**src/rtl/hstore_pkg.sv**
```systemverilog
package hstore_pkg;
  typedef enum logic [1:0] {
    FMT_FULL  = 2'd0,
    FMT_SHORT = 2'd1,
    FMT_IMM12 = 2'd2,
    FMT_IMM8  = 2'd3
  } fmtE;

  localparam int IMM_W = 12;
  localparam int REG_W = 4;
  localparam int HALF_W = 16;
  localparam int LANES = HALF_W / 8;

  typedef struct packed {
    logic capture;
    logic index;
    logic add;
  } dpStbT;
endpackage

```
**src/rtl/hstore_ctrl.sv**
```systemverilog
module hstore_ctrl
  import hstore_pkg::*;
(
  input  logic                clk,
  input  logic                rstN,
  input  logic                instValid,
  output logic                instReady,
  input  logic [1:0]          encSel,
  input  logic [31:0]         instWord,
  input  logic                condPass,
  input  logic                alignChk,
  input  logic                accLsb,
  input  logic                memReady,
  output dpStbT               stb,
  output logic [IMM_W-1:0]    imm,
  output logic                memValid,
  output logic                wbEn,
  output logic [REG_W-1:0]    wbReg,
  output logic                resValid,
  output logic                resDone,
  output logic                decIndex,
  output logic                decAdd,
  output logic                decWback,
  output logic                fltUndef,
  output logic                fltUnpred,
  output logic                fltRedirect,
  output logic                fltAlign
);
  logic idx, add, wb, undef, redir, unp;
  logic [REG_W-1:0] rn, rt;
  logic exec, alignF, doStore, doWb, accept, retire;
  logic busy, storeQ, wbQ;
  logic unusedBits;

  assign unusedBits = ^{instWord[31:25], instWord[22], instWord[20]};

  always_comb begin
    imm = '0; idx = 1'b1; add = 1'b1; wb = 1'b0;
    undef = 1'b0; redir = 1'b0; unp = 1'b0;
    rn = instWord[19:16]; rt = instWord[15:12];
    case (fmtE'(encSel))
      FMT_FULL: begin
        imm   = {4'b0, instWord[11:8], instWord[3:0]};
        idx   = instWord[24];
        add   = instWord[23];
        wb    = !instWord[24] || instWord[21];
        redir = !instWord[24] && instWord[21];
        unp   = (rt == 4'hF) || (wb && (rn == 4'hF || rn == rt));
      end
      FMT_SHORT: begin
        imm = {6'b0, instWord[10:6], 1'b0};
        rn  = {1'b0, instWord[5:3]};
        rt  = {1'b0, instWord[2:0]};
      end
      FMT_IMM12: begin
        imm   = instWord[11:0];
        undef = (rn == 4'hF);
        unp   = (rt == 4'hF);
      end
      default: begin
        imm   = {4'b0, instWord[7:0]};
        idx   = instWord[10];
        add   = instWord[9];
        wb    = instWord[8];
        redir = idx && add && !wb;
        undef = !redir && ((rn == 4'hF) || (!idx && !wb));
        unp   = (rt == 4'hF) || (wb && rn == rt);
      end
    endcase
  end

  assign exec    = condPass && !undef && !redir;
  assign alignF  = exec && alignChk && accLsb;
  assign doStore = exec && !alignF;
  assign doWb    = doStore && wb;

  assign retire    = busy && (!storeQ || memReady);
  assign instReady = !busy || retire;
  assign accept    = instValid && instReady;

  assign stb.capture = accept;
  assign stb.index   = idx;
  assign stb.add     = add;

  always_ff @(posedge clk) begin
    if (!rstN) begin
      busy <= 1'b0; storeQ <= 1'b0; wbQ <= 1'b0; wbReg <= '0;
      decIndex <= 1'b0; decAdd <= 1'b0; decWback <= 1'b0;
      fltUndef <= 1'b0; fltUnpred <= 1'b0; fltRedirect <= 1'b0; fltAlign <= 1'b0;
    end else if (accept) begin
      busy        <= 1'b1;
      storeQ      <= doStore;
      wbQ         <= doWb;
      wbReg       <= rn;
      decIndex    <= idx;
      decAdd      <= add;
      decWback    <= wb;
      fltUndef    <= undef;
      fltRedirect <= redir;
      fltUnpred   <= unp && !undef && !redir;
      fltAlign    <= alignF;
    end else if (retire) begin
      busy <= 1'b0; storeQ <= 1'b0; wbQ <= 1'b0;
    end
  end

  assign memValid = busy && storeQ;
  assign wbEn     = busy && storeQ && wbQ && memReady;
  assign resValid = busy;
  assign resDone  = retire;
endmodule

```
**src/rtl/hstore_dp.sv**
```systemverilog
module hstore_dp
  import hstore_pkg::*;
#(
  parameter int XLEN = 32
) (
  input  logic              clk,
  input  logic              rstN,
  input  dpStbT             stb,
  input  logic [IMM_W-1:0]  imm,
  input  logic [XLEN-1:0]   baseVal,
  input  logic [XLEN-1:0]   dataVal,
  output logic              accLsb,
  output logic [XLEN-1:0]   memAddr,
  output logic [HALF_W-1:0] memData,
  output logic [XLEN-1:0]   wbValue
);
  localparam int PAD_W = XLEN - IMM_W;
  logic [XLEN-1:0] immX, offAddr, accAddr;
  logic unusedHi;

  assign unusedHi = ^dataVal[XLEN-1:HALF_W];
  assign immX     = {{PAD_W{1'b0}}, imm};
  assign offAddr  = stb.add ? (baseVal + immX) : (baseVal - immX);
  assign accAddr  = stb.index ? offAddr : baseVal;
  assign accLsb   = accAddr[0];

  always_ff @(posedge clk) begin
    if (!rstN) begin
      memAddr <= '0; memData <= '0; wbValue <= '0;
    end else if (stb.capture) begin
      memAddr <= accAddr;
      memData <= dataVal[HALF_W-1:0];
      wbValue <= offAddr;
    end
  end
endmodule

```
**src/rtl/hstore_unit.sv**
```systemverilog
module hstore_unit
  import hstore_pkg::*;
#(
  parameter int XLEN = 32
) (
  input  logic              clk,
  input  logic              rstN,
  input  logic              instValid,
  output logic              instReady,
  input  logic [1:0]        encSel,
  input  logic [31:0]       instWord,
  input  logic              condPass,
  input  logic              alignChk,
  input  logic [XLEN-1:0]   baseVal,
  input  logic [XLEN-1:0]   dataVal,
  output logic              memValid,
  input  logic              memReady,
  output logic [XLEN-1:0]   memAddr,
  output logic [15:0]       memData,
  output logic [1:0]        memStrb,
  output logic              wbEn,
  output logic [3:0]        wbReg,
  output logic [XLEN-1:0]   wbValue,
  output logic              resValid,
  output logic              resDone,
  output logic              decIndex,
  output logic              decAdd,
  output logic              decWback,
  output logic              fltUndef,
  output logic              fltUnpred,
  output logic              fltRedirect,
  output logic              fltAlign
);
  dpStbT stb;
  logic [IMM_W-1:0] imm;
  logic accLsb;

  hstore_ctrl ctrl_i (
    .clk(clk), .rstN(rstN), .instValid(instValid), .instReady(instReady),
    .encSel(encSel), .instWord(instWord), .condPass(condPass),
    .alignChk(alignChk), .accLsb(accLsb), .memReady(memReady),
    .stb(stb), .imm(imm), .memValid(memValid), .wbEn(wbEn), .wbReg(wbReg),
    .resValid(resValid), .resDone(resDone), .decIndex(decIndex),
    .decAdd(decAdd), .decWback(decWback), .fltUndef(fltUndef),
    .fltUnpred(fltUnpred), .fltRedirect(fltRedirect), .fltAlign(fltAlign)
  );

  hstore_dp #(.XLEN(XLEN)) dp_i (
    .clk(clk), .rstN(rstN), .stb(stb), .imm(imm), .baseVal(baseVal),
    .dataVal(dataVal), .accLsb(accLsb), .memAddr(memAddr),
    .memData(memData), .wbValue(wbValue)
  );

  genvar ln;
  generate
    for (ln = 0; ln < LANES; ln++) begin : g_lane
      assign memStrb[ln] = memValid;
    end
  endgenerate
endmodule

```
**config.mk**
```make
export PLATFORM = sky130hd
export DESIGN_NAME = hstore_unit
export DESIGN_NICKNAME = d
export VERILOG_FILES = /design/src/rtl/hstore_pkg.sv /design/src/rtl/hstore_ctrl.sv /design/src/rtl/hstore_dp.sv /design/src/rtl/hstore_unit.sv
export SDC_FILE = /design/constraint.sdc
export NUM_CORES = 1
export LEC_CHECK = 0
export BUFFER_PORTS_ARGS = -buffer_cell sky130_fd_sc_hd__buf_2
export CAP_MARGIN = 20
export CORE_MARGIN = 2
export CORE_UTILIZATION = 52
export DETAILED_ROUTE_END_ITERATION = 8
export GPL_TIMING_DRIVEN = 0
export PLACE_DENSITY_LB_ADDON = 0.05
export SLEW_MARGIN = 20
export SYNTH_ARGS = -nofsm -noshare
export SYNTH_HDL_FRONTEND = slang
export SYNTH_HIERARCHICAL = 1
export SYNTH_SLANG_ARGS = --single-unit
```
**constraint.sdc**
```tcl
create_clock -name clk -period 5.9 [get_ports clk]
set_input_delay 0 -clock clk [delete_from_list [all_inputs] [get_ports clk]]
set_output_delay 0 -clock clk [all_outputs]
set_load 0.01 [all_outputs]
```
==> impl_metrics.ini, run 1 <==
[placement]
hpwlAfterDp_mm = 15.89
placed_area_um2 = 7395
dp_slack_ns = 0.8973
placedCellCount = 1075
port_buffers = 176
gp_congestion = 0.9429

[global_routing]
grt_max_degree = 18
antenna_found_initial = 0
grt_pass1_wl_mm = 32.02
busiest_layer = met2
use_met2_pct = 52.26
track_usage_pct = 31.22
use_met1_pct = 40.52
met3_usage_pct = 5.400
gr-total-overflow = 0
grt_pass1_vias = 6346

[finish]
diodes = 0
final_nets = 1121
instances_no_fill = 1131
stdcell_area_um2 = 8115
layout_commonest_cell = buf_2
post-route-util_pct = 67.85
seqCellArea_um2 = 1882
final_cell_mix = 182 x buf_2, 94 x dfxtp_1, 70 x nor2_1
multiInputGateArea_um2 = 4133
area_delta_synth_final_pct = 28.21
final.fill_count = 990
drive_above_1_share_pct = 23.48

[synth]
async_flop_share_pct = 0
synth-seq-area-share_pct = 29.73
synth_cell_types = 76
yosys_register_bits = 94
synth.cell_area_um2 = 6330
yosys_warnings = 6
synth-edff-count = 0
synth_nets = 894
synth.avg_cell_area_um2 = 8.417
synth_flop_cell = dfxtp_1
synthCells = 752

[setup_path]
critPathKind = input pin to register
crit_fanout = 9
cp.required_ns = 6.15
ff2ff_setup_slack_ns = 2.86
worstPathArrival_ns = 4.99
startpoint_type = input pin
crit_path_end_kind = register

[clock_tree]
cts_buffers = 9
cts_root_buf = clkbuf_16
clk_pin_slew_ns = 0.07
cts_tree = yes
cts.sinks = 94
cts_buffer_depth = 2
clkLatencyLatePin_ns = 0.35
post_cts_buffers = 0
htreeDepth = 3
cts_resized = 0

[sta]
fmax_ghz = 0.2107
final-setup-viol-count = 0
slew_viol_final = 0
fin_crit_sh_pct = 80.46
final.setup.worst_slack_ns = 1.153
finalHoldViolCount = 0
final.min_clock_period_ns = 4.747
tightest_slew_ns = 0.8838
rsz0062_at_grt = false
setup-tns-final_ns = 0
clock-skew-final_ns = 0.004026
relSlewSlack_pct = 40.92

[detailed_routing]
drc = 0
ant_nets = 0
viasPerCell = 5.801
vias = 6561
dr.pass1.iters = 4
wire_per_inst_um = 18.27
wl_mm = 20.66
first_iter_violations = 440

[power_and_ir_drop]
power_density_nw_per_um2 = 287.9
p_leak_uw = 0.003862
ir_drop_v = 0.0001479

[floorplanning]
die_width_um = 114.3
die_area_um2 = 13070
rows = 40
die_y_um = 114.3
core_um2 = 11960
num_io_pins = 202
initial_core_util_pct = 52.92

[run_status]
status = complete, no violations

[run]
drv_cap = 0

[worst_hold_path]
hp-class = input pin to register
[cells by family after synthesis]
kind of cell	Yosys count	synth area share [%]
buf+inv	73	4.981
mux	64	10.18
flops	94	29.73
simple gates	229	18.40
xor+xnor	43	5.950
compound gates	211	23.13
fa+ha+maj	38	7.630
[sequential cells by signal (all words and copies together) (netlist names)]
register            cells
ctrl_i/decAdd           1
ctrl_i/decIndex         1
ctrl_i/decWback         1
ctrl_i/fltAlign         1
ctrl_i/fltRedirect      1
ctrl_i/fltUndef         1
ctrl_i/fltUnpred        1
ctrl_i/resValid         1
ctrl_i/storeQ           1
ctrl_i/wbQ              1
ctrl_i/wbReg            4
dp_i/memAddr           32
dp_i/memData           16
dp_i/wbValue           32
[critical path, stage by stage]
cell,delay [ns]
buf_2,0.11
inv_1,0.06
ha_1,0.31
or3_1,0.39
a22o_1,0.24
nor2_1,0.18
nor4b_2,0.75
nor3b_1,0.29
ha_1,0.26
mux2_2,0.27
ha_1,0.42
nand4_1,0.17
or2_2,0.34
a2111oi_4,0.40
o311ai_1,0.21
nand2_1,0.15
xor2_1,0.11
a221o_1,0.32
[Yosys cell counts (all sizes together) (2+ instances only)]
cell type | number | share of area, %
nor3 | 11 | 0.95
nor3b | 5 | 0.59
or3 | 2 | 0.20
nand3b | 14 | 1.7
nor2b | 12 | 1.2
a21o | 12 | 1.4
and2 | 8 | 0.79
clkbuf | 29 | 1.7
inv | 19 | 1.1
o21ai | 39 | 3.3
a41oi | 2 | 0.51
a211oi | 15 | 2.1
a22oi | 3 | 0.36
dfxtp | 94 | 30
a22o | 7 | 0.97
o221ai | 5 | 0.69
mux2i | 61 | 9.6
and3 | 13 | 1.3
mux2 | 3 | 0.53
xnor2 | 16 | 2.2
a21oi | 67 | 5.4
o211ai | 10 | 1.3
o21bai | 4 | 0.47
and4 | 4 | 0.55
a311oi | 3 | 0.42
ha | 37 | 7.3
a221o | 3 | 0.49
o22ai | 2 | 0.20
a31oi | 10 | 0.99
o2111ai | 2 | 0.38
xor2 | 27 | 3.7
nor2 | 70 | 4.2
a21boi | 7 | 0.83
o211a | 4 | 0.63
o311ai | 4 | 0.55
nand2 | 52 | 3.1
nand4b | 2 | 0.28
nand3 | 14 | 1.1
buf | 24 | 2.1
or2 | 2 | 0.20
nand2b | 4 | 0.40
o31ai | 2 | 0.32
nand4 | 11 | 1.1
[power breakdown]
group	internal [µW]	switching [µW]
Combinational	385	575
Clock	348	274
Sequential	715	40.2
[metal layers]
layer / part of all wire [%] / vias to the layer above
li1: - / 3189
met1: 45 / 3099
met3: 6.0 / 33
met5: 0 / -
met4: 2.1 / 0
met2: 46 / 240
[cell type report]
class                           count  area share [%]
Inverter                           20          0.9251
Multi-Input combinational cell    585           50.93
Tap cell                          147           2.266
Sequential cell                    94           23.19
Clock buffer                       10           2.945
Clock inverter                      6           1.002
Timing Repair Buffer              216           15.79
Buffer                             53           2.960
[timing repair]
item / CTS / global route
hold buffers: 40 / 0
endpoints found under the setup margin: 0 / 0
hold endpoints to repair: 41 / 0
[per-stage QoR]
| step | hold WS [ns] | total power [µW] |
|---|---|---|
| 5_1_grt | 0.03415 | 2460 |
| 4_1_cts | 0.0006549 | 2327 |
| 3_5_place_dp | 0.2453 | 1688 |
| 2_1_floorplan | 0.1238 | 1395 |
| 3_3_place_gp | 0.2305 | 1665 |
| 6_report | 0.004155 | 2336 |
[final timing paths]
path / from / endpoint / cells after the start
min reg2reg: ctrl_i/decAdd$_SDFFE_PN0P_ / ctrl_i/decAdd$_SDFFE_PN0P_ / 2
max reg2reg: ctrl_i/resValid$_SDFFE_PN0P_ / dp_i/wbValue[9]$_SDFFE_PN0P_ / 10
max: encSel[0] / dp_i/memAddr[23]$_SDFFE_PN0P_ / 18
min: baseVal[4] / dp_i/memAddr[4]$_SDFFE_PN0P_ / 3
(Power assumes the default switching activity.)
==> run 2: changes to the inputs <==
--- a/config.mk
+++ b/config.mk
@@ -5,10 +5,11 @@
 export SDC_FILE = /design/constraint.sdc
 export NUM_CORES = 1
 export LEC_CHECK = 0
+export ABC_AREA = 1
 export BUFFER_PORTS_ARGS = -buffer_cell sky130_fd_sc_hd__buf_2
 export CAP_MARGIN = 20
 export CORE_MARGIN = 2
-export CORE_UTILIZATION = 52
+export CORE_UTILIZATION = 53
 export DETAILED_ROUTE_END_ITERATION = 8
 export GPL_TIMING_DRIVEN = 0
 export PLACE_DENSITY_LB_ADDON = 0.05
==> constraint.sdc (replaced) <==
create_clock -name clk -period 4.4 [get_ports clk]
set_input_delay 0 -clock clk [delete_from_list [all_inputs] [get_ports clk]]
set_output_delay 0 -clock clk [all_outputs]
set_load 0.01 [all_outputs]
==> run 2 against run 1 <==
  * Setup slack worse by 0.68 ns
  * Routed wire length up 20%
  * Critical path type unchanged
  * Largest power group unchanged
  * Cell count up 38%
  * Total power up 37%
  * Register-to-register slack worse by 1.2 ns
  * Clock-buffer cell count down 1
==> impl_metrics.ini, run 2 <==
[placement]
hpwlAfterDp_mm = 19.24
port_buffers = 176
gp_congestion = 0.9988

[detailed_routing]
drc = 0
viasPerCell = 5.203
wire_per_inst_um = 15.89
first_iter_violations = 781
dr.pass1.iters = 5
vias = 8133
ant_nets = 0
wl_mm = 24.83

[global_routing]
gr-total-overflow = 0
grt_pass1_vias = 7484
grt_pass1_wl_mm = 38.58
track_usage_pct = 35.09
antenna_found_initial = 0
grt_max_degree = 21

[floorplanning]
die_y_um = 118.5
die_width_um = 118.5
num_io_pins = 202
core_um2 = 12720
die_area_um2 = 14040
initial_core_util_pct = 54.59
rows = 41

[synth]
yosys_warnings = 6
synth-compound-area-share_pct = 14.09
synth_mux_area_share_pct = 0
synthSimpleGateAreaFrac_pct = 35.58
synth_common_cells = 352 x nand2_1, 193 x inv_1, 141 x nor2_1
async_flop_share_pct = 0
synth_flop_cell = dfxtp_1
synth-edff-count = 0
yosys.area.top_type = dfxtp_1
yosys_register_bits = 94
synth_top_family_by_area = simple AND/OR/NAND/NOR gates
synth_fa_ha_area_share_pct = 6.954
synth_area_leaders = dfxtp_1 27%, nand2_1 19%, inv_1 10%, nor2_1 7.6%, ha_1 6.7%
synth.avg_cell_area_um2 = 5.967
synth-seq-area-share_pct = 27.09
synthCells = 1164
synth_most_common_cell = nand2_1
synth_xor_area_share_pct = 2.900
synth_nets = 1306
synth.cell_area_um2 = 6945
synth_top_area_share_pct = 27.09
synth_cell_types = 35

[sta]
slew_viol_final = 0
setup-tns-final_ns = 0
relSlewSlack_pct = 41.67
fin_crit_sh_pct = 89.18
finalHoldViolCount = 0
tightest_slew_ns = 0.8749
fmax_ghz = 0.2549
final.min_clock_period_ns = 3.924
rsz0062_at_grt = false
clock-skew-final_ns = 0.01085
final-setup-viol-count = 0

[setup_path]
worstPathArrival_ns = 4.17
worst_path_max_delay_cell = nor3_1
crit_path_end_kind = register
cp_slowest_stage_delay_ns = 0.50
crit_path_frequent_cell = nand2_1
crit_start = encSel[0]
crit_fanout = 7
critPathKind = input pin to register
crit_family = simple AND/OR/NAND/NOR gates
r2r-start = ctrl_i/resValid$_SDFFE_PN0P_
startpoint_type = input pin
critPathBufInv = 5
cp.required_ns = 4.65

[power_and_ir_drop]
power_density_nw_per_um2 = 367.6
ir_drop_v = 0.0003368
p_leak_uw = 0.004972
power_uw = 3201

[worst_hold_path]
hp-class = input pin to register
worstHoldStart = instWord[24]

[clock_tree]
clk_pin_slew_ns = 0.08
htreeDepth = 3
cts_tree = yes
cts_buffer_depth = 2
cts_buffers = 9
cts.sinks = 94
cts_root_buf = clkbuf_16
clkLatencyLatePin_ns = 0.36

[finish]
final_nets = 1528
diodes = 0
area_delta_synth_final_pct = 25.38
layout_commonest_cell = nand2_1
seqCellArea_um2 = 1882
multiInputGateArea_um2 = 4134
top_regs = dp_i/memAddr: 32 flops, dp_i/wbValue: 32 flops, dp_i/memData: 16 flops
drive_above_1_share_pct = 16.68
final_cell_mix = 352 x nand2_1, 193 x inv_1, 178 x buf_2
final.fill_count = 1223

[run]
drv_cap = 0

[run_status]
status = complete, no violations
## run 2: cells by family after synthesis
logic type | Yosys count
AND/OR/NAND/NOR | 602
buffers and inverters | 239
AO/OA/AOI/OAI | 168
flip-flops | 94
adder cells (fa/ha/maj) | 38
XOR/XNOR | 23
## run 2: power by group
group,switching (µW),internal (µW)
clock network,426,409
logic,890,480
registers,50.1,945
total,1370,1840
## run 2: timing repair
item,in CTS,in global routing
gates resized for setup,0,0
endpoints found under the hold margin,33,0
hold buffers,35,0
setup buffers,0,0
## run 2: worst min-delay path, stage by stage
cell and delay, ns:
buf_2 0.09, inv_1 0.04, nand3_1 0.11, a31oi_1 0.08
## run 2: metrics by stage
step / instance area [µm²] / instances / utilization, % / hold WS, ns / setup slack, ns
5_1_grt: 8708 / 1563 / 68.45 / 0.02658 / 0.07638
4_1_cts: 8708 / 1563 / 68.45 / 0.003794 / 0.6224
3_3_place_gp: 8041 / 1512 / 63.21 / 0.2199 / 0.2221
6_report: 8708 / 1563 / 68.45 / 0.008474 / 0.4763
3_5_place_dp: 8041 / 1512 / 63.21 / 0.2302 / 0.2600
2_1_floorplan: 6945 / 1164 / - / 0.09670 / 1.234
## run 2: area by class of cell
cell class                      count  share of cell area, %
Sequential cell                    94                  21.61
Tap cell                          172                  2.471
Clock inverter                      7                  1.049
Buffer                             41                  2.141
Timing Repair Buffer              211                  14.14
Inverter                          198                  8.534
Multi-Input combinational cell    831                  47.47
Clock buffer                        9                  2.586
## run 2: metal layers
layer	track usage [%]	share of wire [%]	up-vias
met5	0	0	-
met4	9.747	2.4	0
met3	8.205	10	39
met2	54.44	43	357
met1	48.73	44	3652
li1	-	-	4085
## run 2: final timing paths
check | to | slack, ns | cells after the start
worst min register to register | dp_i/memAddr[28]$_SDFFE_PN0P_ | 0.46 | 2
worst min-delay path | ctrl_i/fltRedirect$_SDFFE_PN0P_ | 0.008 | 4
worst max-delay path | dp_i/wbValue[22]$_SDFFE_PN0P_ | 0.48 | 25
worst max register to register | dp_i/wbValue[16]$_SDFFE_PN0P_ | 1.70 | 10
